`src/rtl/uart_rx_pkg.sv`:
```
package uart_rx_pkg;
  localparam int OSR   = 16;
  localparam int CNT_W = $clog2(OSR);
  typedef enum logic [2:0] {
    ST_IDLE, ST_START, ST_DATA, ST_PAR, ST_STOP, ST_STOP2
  } rx_st_e;
endpackage

```
`src/rtl/uart_rx_tick.sv`:
```
module uart_rx_tick #(
  parameter int DIV_W = 8
) (
  input  logic             clk_i,
  input  logic             rst_ni,
  input  logic [DIV_W-1:0] div_i,
  output logic             tick_o
);
  logic [DIV_W-1:0] cnt_q;

  assign tick_o = (cnt_q >= div_i);

  always_ff @(posedge clk_i or negedge rst_ni) begin
    if (!rst_ni)     cnt_q <= '0;
    else if (tick_o) cnt_q <= '0;
    else             cnt_q <= cnt_q + 1'b1;
  end
endmodule

```
`src/rtl/uart_rx_sync.sv`:
```
module uart_rx_sync #(
  parameter int STAGES = 2
) (
  input  logic clk_i,
  input  logic rst_ni,
  input  logic d_i,
  output logic q_o
);
  logic [STAGES-1:0] ff_q;

  always_ff @(posedge clk_i or negedge rst_ni) begin
    if (!rst_ni) ff_q <= '1;
    else         ff_q <= {ff_q[STAGES-2:0], d_i};
  end

  assign q_o = ff_q[STAGES-1];
endmodule

```
`src/rtl/uart_rx_core.sv`:
```
module uart_rx_core
  import uart_rx_pkg::*;
#(
  parameter int DATA_W = 8
) (
  input  logic              clk_i,
  input  logic              rst_ni,
  input  logic              tick_i,
  input  logic              rx_i,
  input  logic              char8_i,
  input  logic              par_en_i,
  input  logic              par_odd_i,
  input  logic              stop2_i,
  output logic              done_o,
  output logic [DATA_W-1:0] data_o,
  output logic              perr_o,
  output logic              ferr_o
);
  localparam int IDX_W = $clog2(DATA_W);
  localparam logic [CNT_W-1:0] LAST = CNT_W'(OSR - 1);
  localparam logic [CNT_W-1:0] MID  = CNT_W'(OSR / 2 - 1);

  rx_st_e            st_q;
  logic [CNT_W-1:0]  tcnt_q;
  logic [IDX_W-1:0]  bidx_q;
  logic [DATA_W-1:0] sh_q;
  logic              acc_q, pbit_q;
  logic [IDX_W-1:0]  last_idx;
  logic              at_end;

  assign last_idx = char8_i ? IDX_W'(DATA_W - 1) : IDX_W'(DATA_W - 2);
  assign at_end   = tick_i && (tcnt_q == LAST);
  assign done_o   = at_end && (st_q == ST_STOP);
  assign data_o   = char8_i ? sh_q : {1'b0, sh_q[DATA_W-1:1]};
  assign perr_o   = par_en_i && (pbit_q != (acc_q ^ par_odd_i));
  assign ferr_o   = ~rx_i;

  always_ff @(posedge clk_i or negedge rst_ni) begin
    if (!rst_ni) begin
      st_q <= ST_IDLE; tcnt_q <= '0; bidx_q <= '0;
      sh_q <= '0; acc_q <= 1'b0; pbit_q <= 1'b0;
    end else if (tick_i) begin
      tcnt_q <= tcnt_q + 1'b1;
      unique case (st_q)
        ST_IDLE: begin
          tcnt_q <= '0;
          if (!rx_i) st_q <= ST_START;
        end
        ST_START: if (tcnt_q == MID) begin
          // confirm start at bit centre, else false start
          tcnt_q <= '0; bidx_q <= '0; acc_q <= 1'b0;
          st_q   <= rx_i ? ST_IDLE : ST_DATA;
        end
        ST_DATA: if (at_end) begin
          sh_q  <= {rx_i, sh_q[DATA_W-1:1]};
          acc_q <= acc_q ^ rx_i;
          if (bidx_q == last_idx) st_q <= par_en_i ? ST_PAR : ST_STOP;
          else                    bidx_q <= bidx_q + 1'b1;
        end
        ST_PAR: if (at_end) begin
          pbit_q <= rx_i;
          st_q   <= ST_STOP;
        end
        ST_STOP: if (at_end) st_q <= stop2_i ? ST_STOP2 : ST_IDLE;
        ST_STOP2: if (at_end) st_q <= ST_IDLE;
        default: st_q <= ST_IDLE;
      endcase
    end
  end


  single_done_chk: assert property (@(posedge clk_i) disable iff (!rst_ni)
    done_o |=> !done_o);

  stop2_wait_chk: assert property (@(posedge clk_i) disable iff (!rst_ni)
    (done_o && stop2_i) |=> (st_q == ST_STOP2));
endmodule

```
`src/rtl/uart_rx_dbuf.sv`:
```
module uart_rx_dbuf #(
  parameter int DIV_W = 8
) (
  input  logic             clk_i,
  input  logic             rst_ni,
  input  logic             rxd_i,
  input  logic [DIV_W-1:0] div_i,
  input  logic             char8_i,
  input  logic             par_en_i,
  input  logic             par_odd_i,
  input  logic             stop2_i,
  input  logic             rd_i,
  output logic [7:0]       data_o,
  output logic             full_o,
  output logic             ovr_o,
  output logic             par_err_o,
  output logic             frm_err_o,
  output logic             irq_o
);
  localparam int DATA_W = 8;

  logic              tick, rx_s, done, perr, ferr;
  logic [DATA_W-1:0] cdata;

  uart_rx_tick #(.DIV_W(DIV_W)) u_tick (
    .clk_i(clk_i), .rst_ni(rst_ni), .div_i(div_i), .tick_o(tick));

  uart_rx_sync #(.STAGES(2)) u_sync (
    .clk_i(clk_i), .rst_ni(rst_ni), .d_i(rxd_i), .q_o(rx_s));

  uart_rx_core #(.DATA_W(DATA_W)) u_core (
    .clk_i(clk_i), .rst_ni(rst_ni), .tick_i(tick), .rx_i(rx_s),
    .char8_i(char8_i), .par_en_i(par_en_i), .par_odd_i(par_odd_i),
    .stop2_i(stop2_i), .done_o(done), .data_o(cdata),
    .perr_o(perr), .ferr_o(ferr));

  always_ff @(posedge clk_i or negedge rst_ni) begin
    if (!rst_ni) begin
      data_o <= '0; full_o <= 1'b0; ovr_o <= 1'b0;
      par_err_o <= 1'b0; frm_err_o <= 1'b0; irq_o <= 1'b0;
    end else begin
      irq_o <= 1'b0;
      if (done) begin
        // a read in the same cycle is taken before the new character
        if (full_o && !rd_i) begin
          ovr_o <= 1'b1;
        end else begin
          data_o    <= cdata;
          par_err_o <= perr;
          frm_err_o <= ferr;
          ovr_o     <= 1'b0;
          full_o    <= 1'b1;
          irq_o     <= 1'b1;
        end
      end else if (rd_i) begin
        full_o <= 1'b0; ovr_o <= 1'b0;
        par_err_o <= 1'b0; frm_err_o <= 1'b0;
      end
    end
  end


  irq_full_chk: assert property (@(posedge clk_i) disable iff (!rst_ni)
    irq_o |-> full_o);

  ovr_keep_chk: assert property (@(posedge clk_i) disable iff (!rst_ni)
    $rose(ovr_o) |-> $stable(data_o));

  flags_need_full_chk: assert property (@(posedge clk_i) disable iff (!rst_ni)
    (ovr_o || par_err_o || frm_err_o) |-> full_o);

  read_clear_chk: assert property (@(posedge clk_i) disable iff (!rst_ni)
    (rd_i && full_o && !done) |=> !full_o);
endmodule

```
`config.mk`:
```
export PLATFORM = sky130hd
export DESIGN_NAME = uart_rx_dbuf
export DESIGN_NICKNAME = d
export VERILOG_FILES = /design/src/rtl/uart_rx_pkg.sv /design/src/rtl/uart_rx_tick.sv /design/src/rtl/uart_rx_sync.sv /design/src/rtl/uart_rx_core.sv /design/src/rtl/uart_rx_dbuf.sv
export SDC_FILE = /design/constraint.sdc
export NUM_CORES = 1
export LEC_CHECK = 0
export ABC_CLOCK_PERIOD_IN_PS = 2200
export BUFFER_PORTS_ARGS = -buffer_cell sky130_fd_sc_hd__clkbuf_2
export CORE_UTILIZATION = 52
export CTS_CLUSTER_DIAMETER = 40
export CTS_CLUSTER_SIZE = 10
export DETAILED_ROUTE_END_ITERATION = 12
export PLACE_DENSITY = 0.76
export SLEW_MARGIN = 30
export SYNTH_ARGS = -nofsm -noshare
export SYNTH_HDL_FRONTEND = slang
export SYNTH_SLANG_ARGS = --single-unit
```
`constraint.sdc`:
```
create_clock -name clk_i -period 2.2 [get_ports clk_i]
set_input_delay 0.44 -clock clk_i [delete_from_list [all_inputs] [get_ports clk_i]]
set_output_delay 0.44 -clock clk_i [all_outputs]
set_load 0.1 [all_outputs]
```
[Yosys cells after proc, flatten, opt, wreduce, memory -nomap -nowiden]
Cells that the tools add are included.
Cells by class
  add/sub/neg operators: 3
  order comparisons: 1
  eq/ne operators: 18
  multiplexer cells: 34
  bitwise gates (word level): 4
  reduce and logical (&&, ||, !) cells: 15
Operators with widths (count)
  $mux 3: 12
  $pmux 3 s6: 1
  $mux 8: 2
  $mux 1: 14
  $ne 2x1->1 const B: 6
  $add 8x1->8 const B: 1
  $ge 8x8->1: 1
  $pmux 4 s2: 1
  $reduce_and 8->1: 1
  $eq 3x2->1 const B: 2
  $eq 3x3->1 const B: 2
  $ne 2x2->1 const B: 3
  $pmux 3 s2: 1
  $reduce_and 3->1: 2
  $reduce_and 5->1: 1
  $add 4x1->4 const B: 1
  $eq 4x3->1 const B: 1
  $eq 4x4->1 const B: 1
  $logic_and 1x1->1: 4
  $mux 4: 1
  $reduce_and 2->1: 2
  $reduce_and 4->1: 1
  $reduce_bool 2->1: 2
  $add 3x1->3 const B: 1
  other kinds (9): 11
Word-level totals
  register bits: 43
  input port bits: 16
  output and inout bits: 13

[Longest topological paths before layout]
  depth in word-level cells: 5
  depth in mapped cells: 8
  depth with buffers taken out: 7

[Hierarchy]
A second synthesis with hierarchy kept.
Second synthesis, totals
  cells, all modules: 203
  area, all modules: 2337.2 um2
Modules (own cells, without submodules)
  uart_rx_core: times used 1, cells each 116, area each 1213.7 um2, seq. area each 500.5 um2
  uart_rx_tick: times used 1, cells each 54, area each 555.5 um2, seq. area each 200.2 um2
  uart_rx_dbuf: times used 1, cells each 31, area each 515.5 um2, seq. area each 325.3 um2
  uart_rx_sync: times used 1, cells each 2, area each 52.6 um2, seq. area each 52.6 um2

[Least setup slack after synthesis]
No wires, ideal clock.
  kind: in2reg
  start point: input port div_i[7]
  end point: register u_core.sh_q[0]
  setup time: 125 ps
  arrival time: 2190 ps
  required time: 2075 ps
  setup slack: -115 ps
  cell stages on the path: 7
  cells stage by stage: inv_1 -> ha_1 -> nand4_1 -> o31a_1 -> buf_6 -> nor4_4 -> mux2_2
On the way
  word-level cells in the longest chain between the ends: 3
RTL lines
  from (decl): RTL line uart_rx_dbuf.sv:7  | input logic [DIV_W-1:0] div_i,
  $ge 8x8->1 (*): RTL line uart_rx_tick.sv:11  | assign tick_o = (cnt_q >= div_i);
  $logic_and 1x1->1: RTL line uart_rx_core.sv:32  | assign at_end = tick_i && (tcnt_q == LAST);
  $reduce_and 3->1 (no line) (*)
  to (signal assigned): RTL line uart_rx_core.sv:55  | sh_q <= {rx_i, sh_q[DATA_W-1:1]};
  to (decl): RTL line uart_rx_core.sv:26  | logic [DATA_W-1:0] sh_q;
Mark *: on every way between the ends. The rest lies on a longest branch, timed or not.
A chain may end at the register's enable or synchronous reset.

[Worst setup path after layout]
  start point: register u_tick.cnt_q[0]
  end point: register data_o[2]
On the way
  word-level cells in the longest chain between the ends: 4
RTL lines
  from (decl): RTL line uart_rx_tick.sv:9  | logic [DIV_W-1:0] cnt_q;
  from (signal assigned): RTL line uart_rx_tick.sv:16  | else cnt_q <= cnt_q + 1'b1;
  $ge 8x8->1: RTL line uart_rx_tick.sv:11
  $logic_and 1x1->1: RTL line uart_rx_core.sv:32
  $logic_and 1x1->1: RTL line uart_rx_core.sv:33  | assign done_o = at_end && (st_q == ST_STOP);
  $reduce_and 2->1 (no line)
  to (signal assigned): RTL line uart_rx_dbuf.sv:48  | data_o <= cdata;
  to (decl): RTL line uart_rx_dbuf.sv:13  | output logic [7:0] data_o,
Every way passes these cells.

==> qor.txt <==
Cell Area, Placed = 2680 µm²
Number of I/O pins = 29
HP Class = in -> async
Fraction of registers with async set or reset after synthesis = 1.00
# fillers = 300
Clock sinks = 43
DP Wirelength = 3410 µm
Cell Pwr Density = 806 nW/µm²
Synth warn = 0
Headroom to the max-slew limit = 0.590
Post-synth EDFFs = 0
Clock Skew = 2.87 ps
Crit share post-route = 0.996
Largest net degree at the start of global routing = 23
Grt ovf = 0
VDD IR max = 0.405 mV
Final hold vios = 0
Routed vias = 1805
Non-filler cells, final = 321
Share of post-route cells with drive strength above 1 = 0.358
RSZ-0062 raised after global routing = yes
Area leader, netlist = dfrtp_1
CP max FO = 8
Mapped Cells = 211
Post-synth top area share = 0.450
Fin area = 2840 µm²
DRT antenna net count = 0
Vias/cell = 5.62
Most Crowded Layer GR = met2
Area growth syn-to-layout = 24.4%
Pleak = 1.48 nW
Drt wl/cell = 14.5 µm
Vias in the first global route = 1700
Status = finished clean
Root Buffer = clkbuf_8
Final Power = 0.00229 W
Peak Freq = 456 MHz
Main flop type after synthesis = dfrtp_1
Final setup vio count = 0
Most common cell in the netlist = dfrtp_1
GRT met1 Usage = 0.284
Critical Path AT = 2370 ps
Antenna violations before repair = 0
Seq/Total Area, Yosys = 0.473
Synth cell types = 44
Worst-path clk slew = 80 ps
Syn Area/Cell = 10.8 µm²
Core area = 4120 µm²
1st-iter DRT viols = 73
Die area = 4660 µm²
TritonCTS clock tree = yes
Required @ worst endpoint = 2380 ps
Final wirelength = 4660 µm
Top cells by area, synth = dfrtp_1 (45%), mux2_2 (11%), ha_1 (6.0%), dfstp_2 (2.3%), inv_1 (2.3%)
Area of the mapped netlist = 2280 µm²
RD Place Congestion = 0.836
Fin Hold WS = 143 ps
Storage cell area = 1080 µm²
Drt pass-1 iters = 4
Synthesized net count = 238
GR Util All Layers = 0.225
Commonest cells in the netlist = dfrtp_1 (41), mux2_2 (22), inv_1 (14), nand2_1 (13), nor2_1 (13)
Synth Register Bits = 43
Clock Latency Late Sink = 290 ps
DRC = 0
# H-tree levels = 2
Chip height = 68.3 µm
Cts bufs inserted = 5
Crit path kind = reg -> reg
Slew @ Worst Pin = 615 ps
Tmin final = 2190 ps
Worst setup SP type = register
PortBufs = 28
Initial core utilization = 0.555
Antenna Cells = 0
Global-route wire length before repair = 7620 µm
Total Nets Final = 297
CP Capture Type = register
Die Width = 68.3 µm
Clock buffer depth = 2
Number of core rows = 23
Placed Cells = 310
Final Slew Violations = 0
Met2 global-route usage = 0.375
Area of the multi-input gates = 1150 µm²
Met3 Use GR = 0.0550
Max cap viols = 0
[through the flow]
step | utilization | setup WS, ps | TNS, ps
2_1_floorplan | - | -0.136 | -0.951
3_3_place_gp | 0.652 | -132 | -1910
3_5_place_dp | 0.652 | -186 | -2910
4_1_cts | 0.678 | 23.1 | 0
5_1_grt | 0.690 | -86.4 | -615
6_report | 0.690 | 7.92 | 0
[critical path: stages (launching register included)]
cell and delay [ps]:
dfrtp_1 360, inv_1 50, ha_1 270, nand2b_4 150, a2111oi_4 380, buf_4 180, o31ai_4 70, nand4_1 140
buf_12 150, mux2_2 340
[where the power goes]
group | switching [W] | total, W | internal, W
clock | 0.000265 | 0.000487 | 0.000222
sequential | 0.0000907 | 0.000986 | 0.000896
combinational | 0.000408 | 0.000817 | 0.000409
[flip-flops by register name, summed over array words and instances, names as in the netlist, 2 cells and up]
register       count
u_tick.cnt_q       8
data_o             8
u_sync.ff_q        2
u_core.tcnt_q      4
u_core.sh_q        8
u_core.st_q        3
u_core.bidx_q      3
[layer usage]
layer | wire (µm) | vias up
met3 | 217 | 5
met5 | 0 | -
li1 | - | 878
met1 | 2090 | 877
met2 | 2300 | 45
met4 | 58 | 0
[worst paths after layout]
path                                  from        endpoint  slack [ps]  depth (start not counted)
hold / removal                      rst_ni           irq_o         140                          1
setup reg to reg           u_tick.cnt_q[0]       data_o[2]           8                          9
setup / recovery           u_tick.cnt_q[0]       data_o[2]           8                          9
min in group clk_i                   rxd_i  u_sync.ff_q[0]         220                          1
hold reg to reg             u_sync.ff_q[0]  u_sync.ff_q[1]         360                          0
max in group asynchronous           rst_ni  u_sync.ff_q[1]        1450                          2
[cell families after synthesis]
logic type	synth area share
simple gates	0.147
flops	0.473
compound gates	0.121
fa+ha+maj	0.0603
xor+xnor	0.0345
buf+inv	0.0389
mux	0.126
[layout by cell type, fill, tap and decap left out, types with 5 or more instances in the layout]
master / netlist / routed
xor2_1: 5 / 5
nand3_1: 8 / 8
dfrtp_1: 41 / 41
clkbuf_2: 0 / 28
o21ai_0: 9 / 9
and3_1: 6 / 6
clkbuf_8: 0 / 5
nor2_1: 13 / 13
buf_4: 0 / 27
mux2_2: 22 / 21
a21oi_1: 6 / 6
nand2b_1: 6 / 5
inv_1: 14 / 14
ha_1: 11 / 11
nand2_1: 13 / 13
[repair_timing]
action / 4_1_cts / 5_1_grt
setup endpoints to repair: 11 / 20
hold buffers: 0 / 0
hold endpoints to repair: 0 / 0
resized for setup: 2 / 6
pin swaps: 3 / 6
buffers inserted: 1 / 3
[layout make-up]
type                    count  share of cell area
flip-flops and latches     43               0.380
multi-input cells         147               0.407
clock buffers               6              0.0256
well taps                  50              0.0220
clock inverters             2             0.00441
inverters                  14              0.0185
repair buffers             59               0.143
Power figures use the tool's default switching activity.
